--- src/rtl/hcw_pkg.sv ---
package hcw_pkg;
  localparam int OP_W   = 4;
  localparam int CODE_W = 3;

  localparam logic [OP_W-1:0] OP_LDI  = 4'd0;
  localparam logic [OP_W-1:0] OP_LDR  = 4'd1;
  localparam logic [OP_W-1:0] OP_RST  = 4'd2;
  localparam logic [OP_W-1:0] OP_RUN  = 4'd3;
  localparam logic [OP_W-1:0] OP_STOP = 4'd4;
  localparam logic [OP_W-1:0] OP_RD   = 4'd5;

  localparam logic [CODE_W-1:0] RC_ACK       = 3'd0;
  localparam logic [CODE_W-1:0] RC_DATA      = 3'd1;
  localparam logic [CODE_W-1:0] RC_DONE_HALT = 3'd2;
  localparam logic [CODE_W-1:0] RC_DONE_STOP = 3'd3;
  localparam logic [CODE_W-1:0] RC_BAD       = 3'd4;

  localparam logic [1:0] SEL_REG = 2'd0;
  localparam logic [1:0] SEL_CYC = 2'd1;
  localparam logic [1:0] SEL_RET = 2'd2;
  localparam logic [1:0] SEL_MIS = 2'd3;

  localparam int N_CNT = 3;
  localparam int CNT_CYC = 0;
  localparam int CNT_RET = 1;
  localparam int CNT_MIS = 2;

  typedef enum logic [1:0] {ST_IDLE, ST_RUN, ST_RSP} hcw_state_e;
endpackage

--- src/rtl/hcw_perf.sv ---
module hcw_perf #(
  parameter int CNT_W = 32
) (
  input  logic             clk,
  input  logic             rst,
  input  logic             clr,
  input  logic             active,
  input  logic             retire,
  input  logic             mispredict,
  output logic [CNT_W-1:0] cyc_cnt,
  output logic [CNT_W-1:0] ret_cnt,
  output logic [CNT_W-1:0] mis_cnt
);
  import hcw_pkg::*;

  logic [N_CNT-1:0] ev;
  logic [CNT_W-1:0] cnt_q [N_CNT];

  always_comb begin
    ev = '0;
    ev[CNT_CYC] = 1'b1;
    ev[CNT_RET] = retire;
    ev[CNT_MIS] = mispredict;
  end

  for (genvar g = 0; g < N_CNT; g++) begin : g_cnt
    always_ff @(posedge clk) begin
      if (rst || clr)
        cnt_q[g] <= '0;
      else if (active && ev[g])
        cnt_q[g] <= cnt_q[g] + 1'b1;
    end
  end

  assign cyc_cnt = cnt_q[CNT_CYC];
  assign ret_cnt = cnt_q[CNT_RET];
  assign mis_cnt = cnt_q[CNT_MIS];
endmodule

--- src/rtl/hcw_shadow_rf.sv ---
module hcw_shadow_rf #(
  parameter int XLEN  = 32,
  parameter int RF_AW = 5
) (
  input  logic             clk,
  input  logic             rst,
  input  logic             clr,
  input  logic             ld_we,
  input  logic [RF_AW-1:0] ld_addr,
  input  logic [XLEN-1:0]  ld_data,
  input  logic             wb_we,
  input  logic [RF_AW-1:0] wb_addr,
  input  logic [XLEN-1:0]  wb_data,
  input  logic [RF_AW-1:0] rd_addr,
  output logic [XLEN-1:0]  rd_data
);
  localparam int NREG = 1 << RF_AW;

  logic [XLEN-1:0] regs [NREG];

  // Entry 0 is cleared with the others and never written afterwards.
  always_ff @(posedge clk) begin
    if (rst || clr) begin
      for (int i = 0; i < NREG; i++) regs[i] <= '0;
    end else begin
      if (ld_we && ld_addr != '0) regs[ld_addr] <= ld_data;
      if (wb_we && wb_addr != '0) regs[wb_addr] <= wb_data;
    end
  end

  assign rd_data = regs[rd_addr];
endmodule

--- src/rtl/hcw_ctrl.sv ---
module hcw_ctrl #(
  parameter int XLEN    = 32,
  parameter int ADDR_W  = 10,
  parameter int IMEM_AW = 10,
  parameter int RF_AW   = 5
) (
  input  logic               clk,
  input  logic               rst,
  input  logic               cmd_valid,
  output logic               cmd_ready,
  input  logic [3:0]         cmd_op,
  input  logic [ADDR_W-1:0]  cmd_addr,
  input  logic [XLEN-1:0]    cmd_data,
  output logic               rsp_valid,
  input  logic               rsp_ready,
  output logic [2:0]         rsp_code,
  output logic [3:0]         rsp_op,
  output logic [XLEN-1:0]    rsp_data,
  input  logic [XLEN-1:0]    rd_data,
  input  logic               dp_halt,
  output logic               imem_we,
  output logic [IMEM_AW-1:0] imem_addr,
  output logic [XLEN-1:0]    imem_wdata,
  output logic               rf_we,
  output logic [RF_AW-1:0]   rf_addr,
  output logic [XLEN-1:0]    rf_wdata,
  output logic               dp_rst,
  output logic               dp_run
);
  import hcw_pkg::*;

  hcw_state_e st;
  logic       stop_pend;
  logic       is_stop;

  assign is_stop = (cmd_op == OP_STOP);

  always_comb begin
    unique case (st)
      ST_IDLE: cmd_ready = 1'b1;
      ST_RUN:  cmd_ready = !dp_halt && is_stop;
      default: cmd_ready = 1'b0;
    endcase
  end

  always_ff @(posedge clk) begin
    if (rst) begin
      st         <= ST_IDLE;
      stop_pend  <= 1'b0;
      rsp_valid  <= 1'b0;
      rsp_code   <= RC_ACK;
      rsp_op     <= '0;
      rsp_data   <= '0;
      imem_we    <= 1'b0;
      imem_addr  <= '0;
      imem_wdata <= '0;
      rf_we      <= 1'b0;
      rf_addr    <= '0;
      rf_wdata   <= '0;
      dp_rst     <= 1'b0;
      dp_run     <= 1'b0;
    end else begin
      imem_we <= 1'b0;
      rf_we   <= 1'b0;
      dp_rst  <= 1'b0;
      unique case (st)
        ST_IDLE: begin
          if (cmd_valid) begin
            rsp_op   <= cmd_op;
            rsp_code <= RC_ACK;
            rsp_data <= '0;
            rsp_valid <= 1'b1;
            st       <= ST_RSP;
            case (cmd_op)
              OP_LDI: begin
                imem_we    <= 1'b1;
                imem_addr  <= cmd_addr[IMEM_AW-1:0];
                imem_wdata <= cmd_data;
              end
              OP_LDR: begin
                rf_we    <= (cmd_addr[RF_AW-1:0] != '0);
                rf_addr  <= cmd_addr[RF_AW-1:0];
                rf_wdata <= cmd_data;
              end
              OP_RST:  dp_rst <= 1'b1;
              OP_RUN: begin
                dp_run    <= 1'b1;
                rsp_valid <= 1'b0;
                st        <= ST_RUN;
              end
              OP_STOP: ;
              OP_RD: begin
                rsp_code <= RC_DATA;
                rsp_data <= rd_data;
              end
              default: rsp_code <= RC_BAD;
            endcase
          end
        end
        ST_RUN: begin
          if (dp_halt) begin
            dp_run    <= 1'b0;
            rsp_valid <= 1'b1;
            rsp_code  <= RC_DONE_HALT;
            rsp_op    <= OP_RUN;
            rsp_data  <= '0;
            st        <= ST_RSP;
          end else if (cmd_valid && is_stop) begin
            dp_run    <= 1'b0;
            rsp_valid <= 1'b1;
            rsp_code  <= RC_DONE_STOP;
            rsp_op    <= OP_RUN;
            rsp_data  <= '0;
            stop_pend <= 1'b1;
            st        <= ST_RSP;
          end
        end
        default: begin
          if (rsp_ready) begin
            if (stop_pend) begin
              stop_pend <= 1'b0;
              rsp_code  <= RC_ACK;
              rsp_op    <= OP_STOP;
              rsp_data  <= '0;
            end else begin
              rsp_valid <= 1'b0;
              st        <= ST_IDLE;
            end
          end
        end
      endcase
    end
  end
endmodule

--- src/rtl/hcw_wrapper.sv ---
module hcw_wrapper #(
  parameter int XLEN    = 32,
  parameter int ADDR_W  = 10,
  parameter int IMEM_AW = 10,
  parameter int RF_AW   = 5,
  parameter int CNT_W   = 32
) (
  input  logic               clk,
  input  logic               rst,
  input  logic               cmd_valid,
  output logic               cmd_ready,
  input  logic [3:0]         cmd_op,
  input  logic [ADDR_W-1:0]  cmd_addr,
  input  logic [XLEN-1:0]    cmd_data,
  output logic               rsp_valid,
  input  logic               rsp_ready,
  output logic [2:0]         rsp_code,
  output logic [3:0]         rsp_op,
  output logic [XLEN-1:0]    rsp_data,
  output logic               imem_we,
  output logic [IMEM_AW-1:0] imem_addr,
  output logic [XLEN-1:0]    imem_wdata,
  output logic               rf_we,
  output logic [RF_AW-1:0]   rf_addr,
  output logic [XLEN-1:0]    rf_wdata,
  output logic               dp_rst,
  output logic               dp_run,
  input  logic               wb_valid,
  input  logic [RF_AW-1:0]   wb_addr,
  input  logic [XLEN-1:0]    wb_data,
  input  logic               dp_retire,
  input  logic               dp_mispredict,
  input  logic               dp_halt
);
  import hcw_pkg::*;

  localparam int SEL_HI = ADDR_W - 1;

  logic [CNT_W-1:0] cyc_cnt, ret_cnt, mis_cnt;
  logic [XLEN-1:0]  shadow_rd;
  logic [XLEN-1:0]  rd_mux;
  logic [1:0]       rd_sel;

  hcw_ctrl #(
    .XLEN(XLEN), .ADDR_W(ADDR_W), .IMEM_AW(IMEM_AW), .RF_AW(RF_AW)
  ) u_ctrl (
    .clk(clk), .rst(rst),
    .cmd_valid(cmd_valid), .cmd_ready(cmd_ready),
    .cmd_op(cmd_op), .cmd_addr(cmd_addr), .cmd_data(cmd_data),
    .rsp_valid(rsp_valid), .rsp_ready(rsp_ready),
    .rsp_code(rsp_code), .rsp_op(rsp_op), .rsp_data(rsp_data),
    .rd_data(rd_mux), .dp_halt(dp_halt),
    .imem_we(imem_we), .imem_addr(imem_addr), .imem_wdata(imem_wdata),
    .rf_we(rf_we), .rf_addr(rf_addr), .rf_wdata(rf_wdata),
    .dp_rst(dp_rst), .dp_run(dp_run)
  );

  hcw_shadow_rf #(.XLEN(XLEN), .RF_AW(RF_AW)) u_shadow (
    .clk(clk), .rst(rst), .clr(dp_rst),
    .ld_we(rf_we), .ld_addr(rf_addr), .ld_data(rf_wdata),
    .wb_we(wb_valid && dp_run), .wb_addr(wb_addr), .wb_data(wb_data),
    .rd_addr(cmd_addr[RF_AW-1:0]), .rd_data(shadow_rd)
  );

  hcw_perf #(.CNT_W(CNT_W)) u_perf (
    .clk(clk), .rst(rst), .clr(dp_rst), .active(dp_run),
    .retire(dp_retire), .mispredict(dp_mispredict),
    .cyc_cnt(cyc_cnt), .ret_cnt(ret_cnt), .mis_cnt(mis_cnt)
  );

  assign rd_sel = cmd_addr[SEL_HI -: 2];

  always_comb begin
    unique case (rd_sel)
      SEL_REG: rd_mux = shadow_rd;
      SEL_CYC: rd_mux = XLEN'(cyc_cnt);
      SEL_RET: rd_mux = XLEN'(ret_cnt);
      default: rd_mux = XLEN'(mis_cnt);
    endcase
  end
endmodule

--- config.mk ---
export PLATFORM = sky130hd
export DESIGN_NAME = hcw_wrapper
export DESIGN_NICKNAME = d
export VERILOG_FILES = /design/src/rtl/hcw_pkg.sv /design/src/rtl/hcw_perf.sv /design/src/rtl/hcw_shadow_rf.sv /design/src/rtl/hcw_ctrl.sv /design/src/rtl/hcw_wrapper.sv
export SDC_FILE = /design/constraint.sdc
export NUM_CORES = 2
export LEC_CHECK = 0
export BUFFER_PORTS_ARGS = -buffer_cell sky130_fd_sc_hd__buf_2
export CORE_MARGIN = 4
export CORE_UTILIZATION = 40
export DETAILED_ROUTE_END_ITERATION = 10
export PLACE_DENSITY = 0.6
export SYNTH_ARGS = -nofsm -noshare
export SYNTH_HDL_FRONTEND = slang
export SYNTH_SLANG_ARGS = --single-unit
--- constraint.sdc ---
create_clock -name clk -period 4.5 [get_ports clk]
set_input_delay 0.45 -clock clk [delete_from_list [all_inputs] [get_ports clk]]
set_output_delay 0.45 -clock clk [all_outputs]
set_load 0.05 [all_outputs]
==> impl_metrics.json <==
{
  "status": "finished clean",
  "cts.sinks": 1245,
  "clkLatencyLatePin_ns": 0.80,
  "rr_startpoint": "u_ctrl.dp_rst",
  "yosysWarnings": 0,
  "cts_resized": 0,
  "grt_usage_pct": 27.15,
  "leakage_nw": 24.46,
  "syn_to_final_growth_pct": 13.74,
  "synthArstFlopShare_pct": 0,
  "maxSlewHeadroom_pct": 18.07,
  "whs_path_depth": 3,
  "dieArea_um2": 157500,
  "crit_fanout": 23,
  "row_count": 142,
  "hold_class": "input pin to flip-flop",
  "viasPerCell": 6.544,
  "synth_area_leaders": "edfxtp_1 (56%), a22o_1 (15%), mux4_2 (6.8%)",
  "setup_slack_ns": 1.468,
  "finalHoldViolCount": 0,
  "end_kind": "flip-flop",
  "path_clk_slew_ns": 0.06,
  "period_share_pct": 67.38,
  "num_vias": 43290,
  "nets": 4562,
  "yosysTopAreaCell": "edfxtp_1",
  "critical-path-top-delay-family": "simple AND/OR/NAND/NOR gates",
  "start_util_pct": 40.30,
  "initialDrtViolationCount": 5643,
  "cp_slowest_cell": "and4b_1",
  "wire_per_inst_um": 33.28,
  "yosysSeqAreaShare_pct": 59.73,
  "synth_commonest_cells": "edfxtp_1 (1120), a22o_1 (1021), clkbuf_1 (448), nand2_1 (252), nor2_1 (212)",
  "grt_pass1_vias": 40880,
  "cts-buffers-inserted": 143,
  "ys_types": 70,
  "grt_max_degree": 102,
  "timing.rr.end": "u_shadow.regs[13][4]",
  "crit_buf_inv": 1,
  "drive_above_1_share_pct": 20.12,
  "netlist_instances": 4413,
  "setup_tns_ns": 0,
  "hold_buffers": 39,
  "worstPathCellList": "nor2_4 -> and4b_1 -> nand2_1 -> nor2_2 -> buf_4 -> a22o_1",
  "first_pass_iters": 6,
  "fin_crit_ns": 3.032,
  "die_w_um": 396.9,
  "criticalPathCategory": "flip-flop to flip-flop",
  "gp_congestion": 0.9227,
  "crit_start": "u_ctrl.dp_rst",
  "cpPeakStageDelay_ns": 0.67,
  "slew_viol_final": 0,
  "synth.most_common_cell": "edfxtp_1",
  "rsz0062_at_grt": "false",
  "vdd_drop_max_mv": 0.4116,
  "clockBufferDepth": 3,
  "synth_area_per_cell_um2": 13.71,
  "drc": 0,
  "r2r_slack_ns": 1.47,
  "cts_setup_buffers": 0,
  "required_ns": 5.16,
  "ys.flop_type": "edfxtp_1",
  "antenna_found_initial": 26,
  "synthesis.area_um2": 60500,
  "synth_edf_count": 1120,
  "maxCapViolations": 0,
  "fmax_ghz": 0.3298,
  "dpl.hpwl_um": 139000,
  "drt_wl_total_um": 220100,
  "cts_tree": "done",
  "worstSetupStartpointType": "flip-flop",
  "top_level_ports": 215,
  "worst_slew_pin_slew_ns": 1.229,
  "h-tree-depth": 4,
  "die_h_um": 396.9,
  "arrival_ns": 3.69,
  "min_to": "u_ctrl.rsp_op[2]",
  "port_buffers": 214,
  "power.density_nw_per_um2": 390.2,
  "fp.coreArea_um2": 150100,
  "setup_viol_count_final": 0,
  "synth_top_area_share_pct": 55.59,
  "postRouteAntennaNets": 0,
  "overflow": 0,
  "grt_pass1_wl_um": 309700,
  "clk_root_buffer_cell": "clkbuf_16",
  "finClkSkew_ns": 0.03199,
  "ff2ff_path_depth": 6,
  "ys_ff_latch": 1245,
  "min_from": "cmd_op[2]",
  "pre_cts_ws_ns": 1.017
}
==> cells in the final DEF, fill, tap and decap left out, types with 14 or more instances in the layout <==
cell and n:
a2111oi_0 14, a211oi_1 29, a21oi_1 110, a221o_1 22, a22o_1 1021, a22oi_1 69, buf_2 210, buf_4 190
clkbuf_1 30, clkbuf_16 149, clkinv_1 29, clkinv_2 19, conb_1 32, dfxtp_1 122, dlygate4sd3_1 39, edfxtp_1 1120
inv_1 24, mux2_2 28, mux2i_1 169, mux4_2 184, nand2_1 252, nand3_1 66, nand3b_1 32, nand4_1 24
nor2_1 159, nor2_2 55, nor3_1 21, nor4_1 27, o21ai_0 17, o221ai_1 24, o22ai_1 23, or3_1 20
xnor2_1 60, xor2_1 18
==> metal layers <==
layer  up-vias  wire (µm)  GRT usage, %
met3       414      24150         6.467
met1     22290      84970         37.00
met4        10      10990         12.39
li1      17840          -             -
met2      2732      99960         41.22
met5         -         70             0
==> power by group <==
group          total, W  switching, W  internal, W  leakage, nW
sequential       0.0132      0.000190       0.0130         12.6
combinational   0.00191       0.00131     0.000595         9.59
clock            0.0118       0.00492      0.00685         2.29
==> metrics by stage <==
stage	area (µm²)	hold slack, ns	utilization, %	instances	total power (W)
6_report	68810	0.07763	45.83	6615	0.02685
2_1_floorplan	60610	0.4800	-	4444	0.01449
3_5_place_dp	63700	0.4446	42.43	6300	0.01527
3_3_place_gp	63700	0.4387	42.43	6300	0.01525
4_1_cts	68780	0.02044	45.82	6604	0.02695
5_1_grt	68790	0.07029	45.82	6607	0.02758
==> worst max path at each step <==
stage                       endpoint  slack (ns)  depth (start not counted)
2_1_floorplan   u_shadow.regs[12][0]        0.68                          5
3_3_place_gp     u_ctrl.rsp_data[13]        0.97                          6
3_5_place_dp      u_ctrl.rsp_data[2]        1.02                          7
4_1_cts        u_shadow.regs[18][19]        1.51                          7
5_1_grt        u_shadow.regs[13][27]        1.39                          6
6_report        u_shadow.regs[13][4]        1.47                          6
==> logic make-up (layout without fill, tap and decap cells) <==
logic type / after synthesis / count (layout) / synth area share, %
other: 1 / 43 / 0.006199
AO/OA/AOI/OAI: 1367 / 1367 / 18.74
multiplexers: 382 / 382 / 10.21
adder cells (fa/ha/maj): 3 / 3 / 0.06205
XOR/XNOR: 78 / 78 / 1.129
buffers and inverters: 597 / 741 / 4.221
flip-flops: 1245 / 1245 / 59.73
AND/OR/NAND/NOR: 740 / 740 / 5.896
==> worst reg2reg max path, cell delays in order, from the launching register on <==
cell     delay (ns)
dfxtp_1        0.37
nor2_4         0.51
and4b_1        0.67
nand2_1        0.19
nor2_2         0.48
buf_4          0.47
a22o_1         0.22
==> state kept, by name (all words and copies together) (netlist names) <==
name	flops
u_perf.cnt_q	96
u_ctrl.rf_we	1
u_ctrl.imem_wdata	32
u_ctrl.dp_run	1
u_ctrl.rf_addr	5
u_ctrl.imem_addr	10
u_ctrl.stop_pend	1
u_ctrl.dp_rst	1
u_ctrl.rsp_op	4
u_ctrl.rsp_code	3
u_shadow.regs	1024
u_ctrl.st	2
u_ctrl.rsp_data	32
u_ctrl.rf_wdata	32
u_ctrl.imem_we	1
==> final cells by class <==
type | count | area [µm²]
clock buffers | 187 | 3951
flip-flops and latches | 1245 | 36140
clock inverters | 78 | 739.5
well taps | 2016 | 2522
repair buffers | 452 | 3112
multi-input cells | 2602 | 22230
diodes | 11 | 27.53
inverters | 24 | 90.09
fillers | 13220 | 81320
Power figures use the tool's default switching activity.
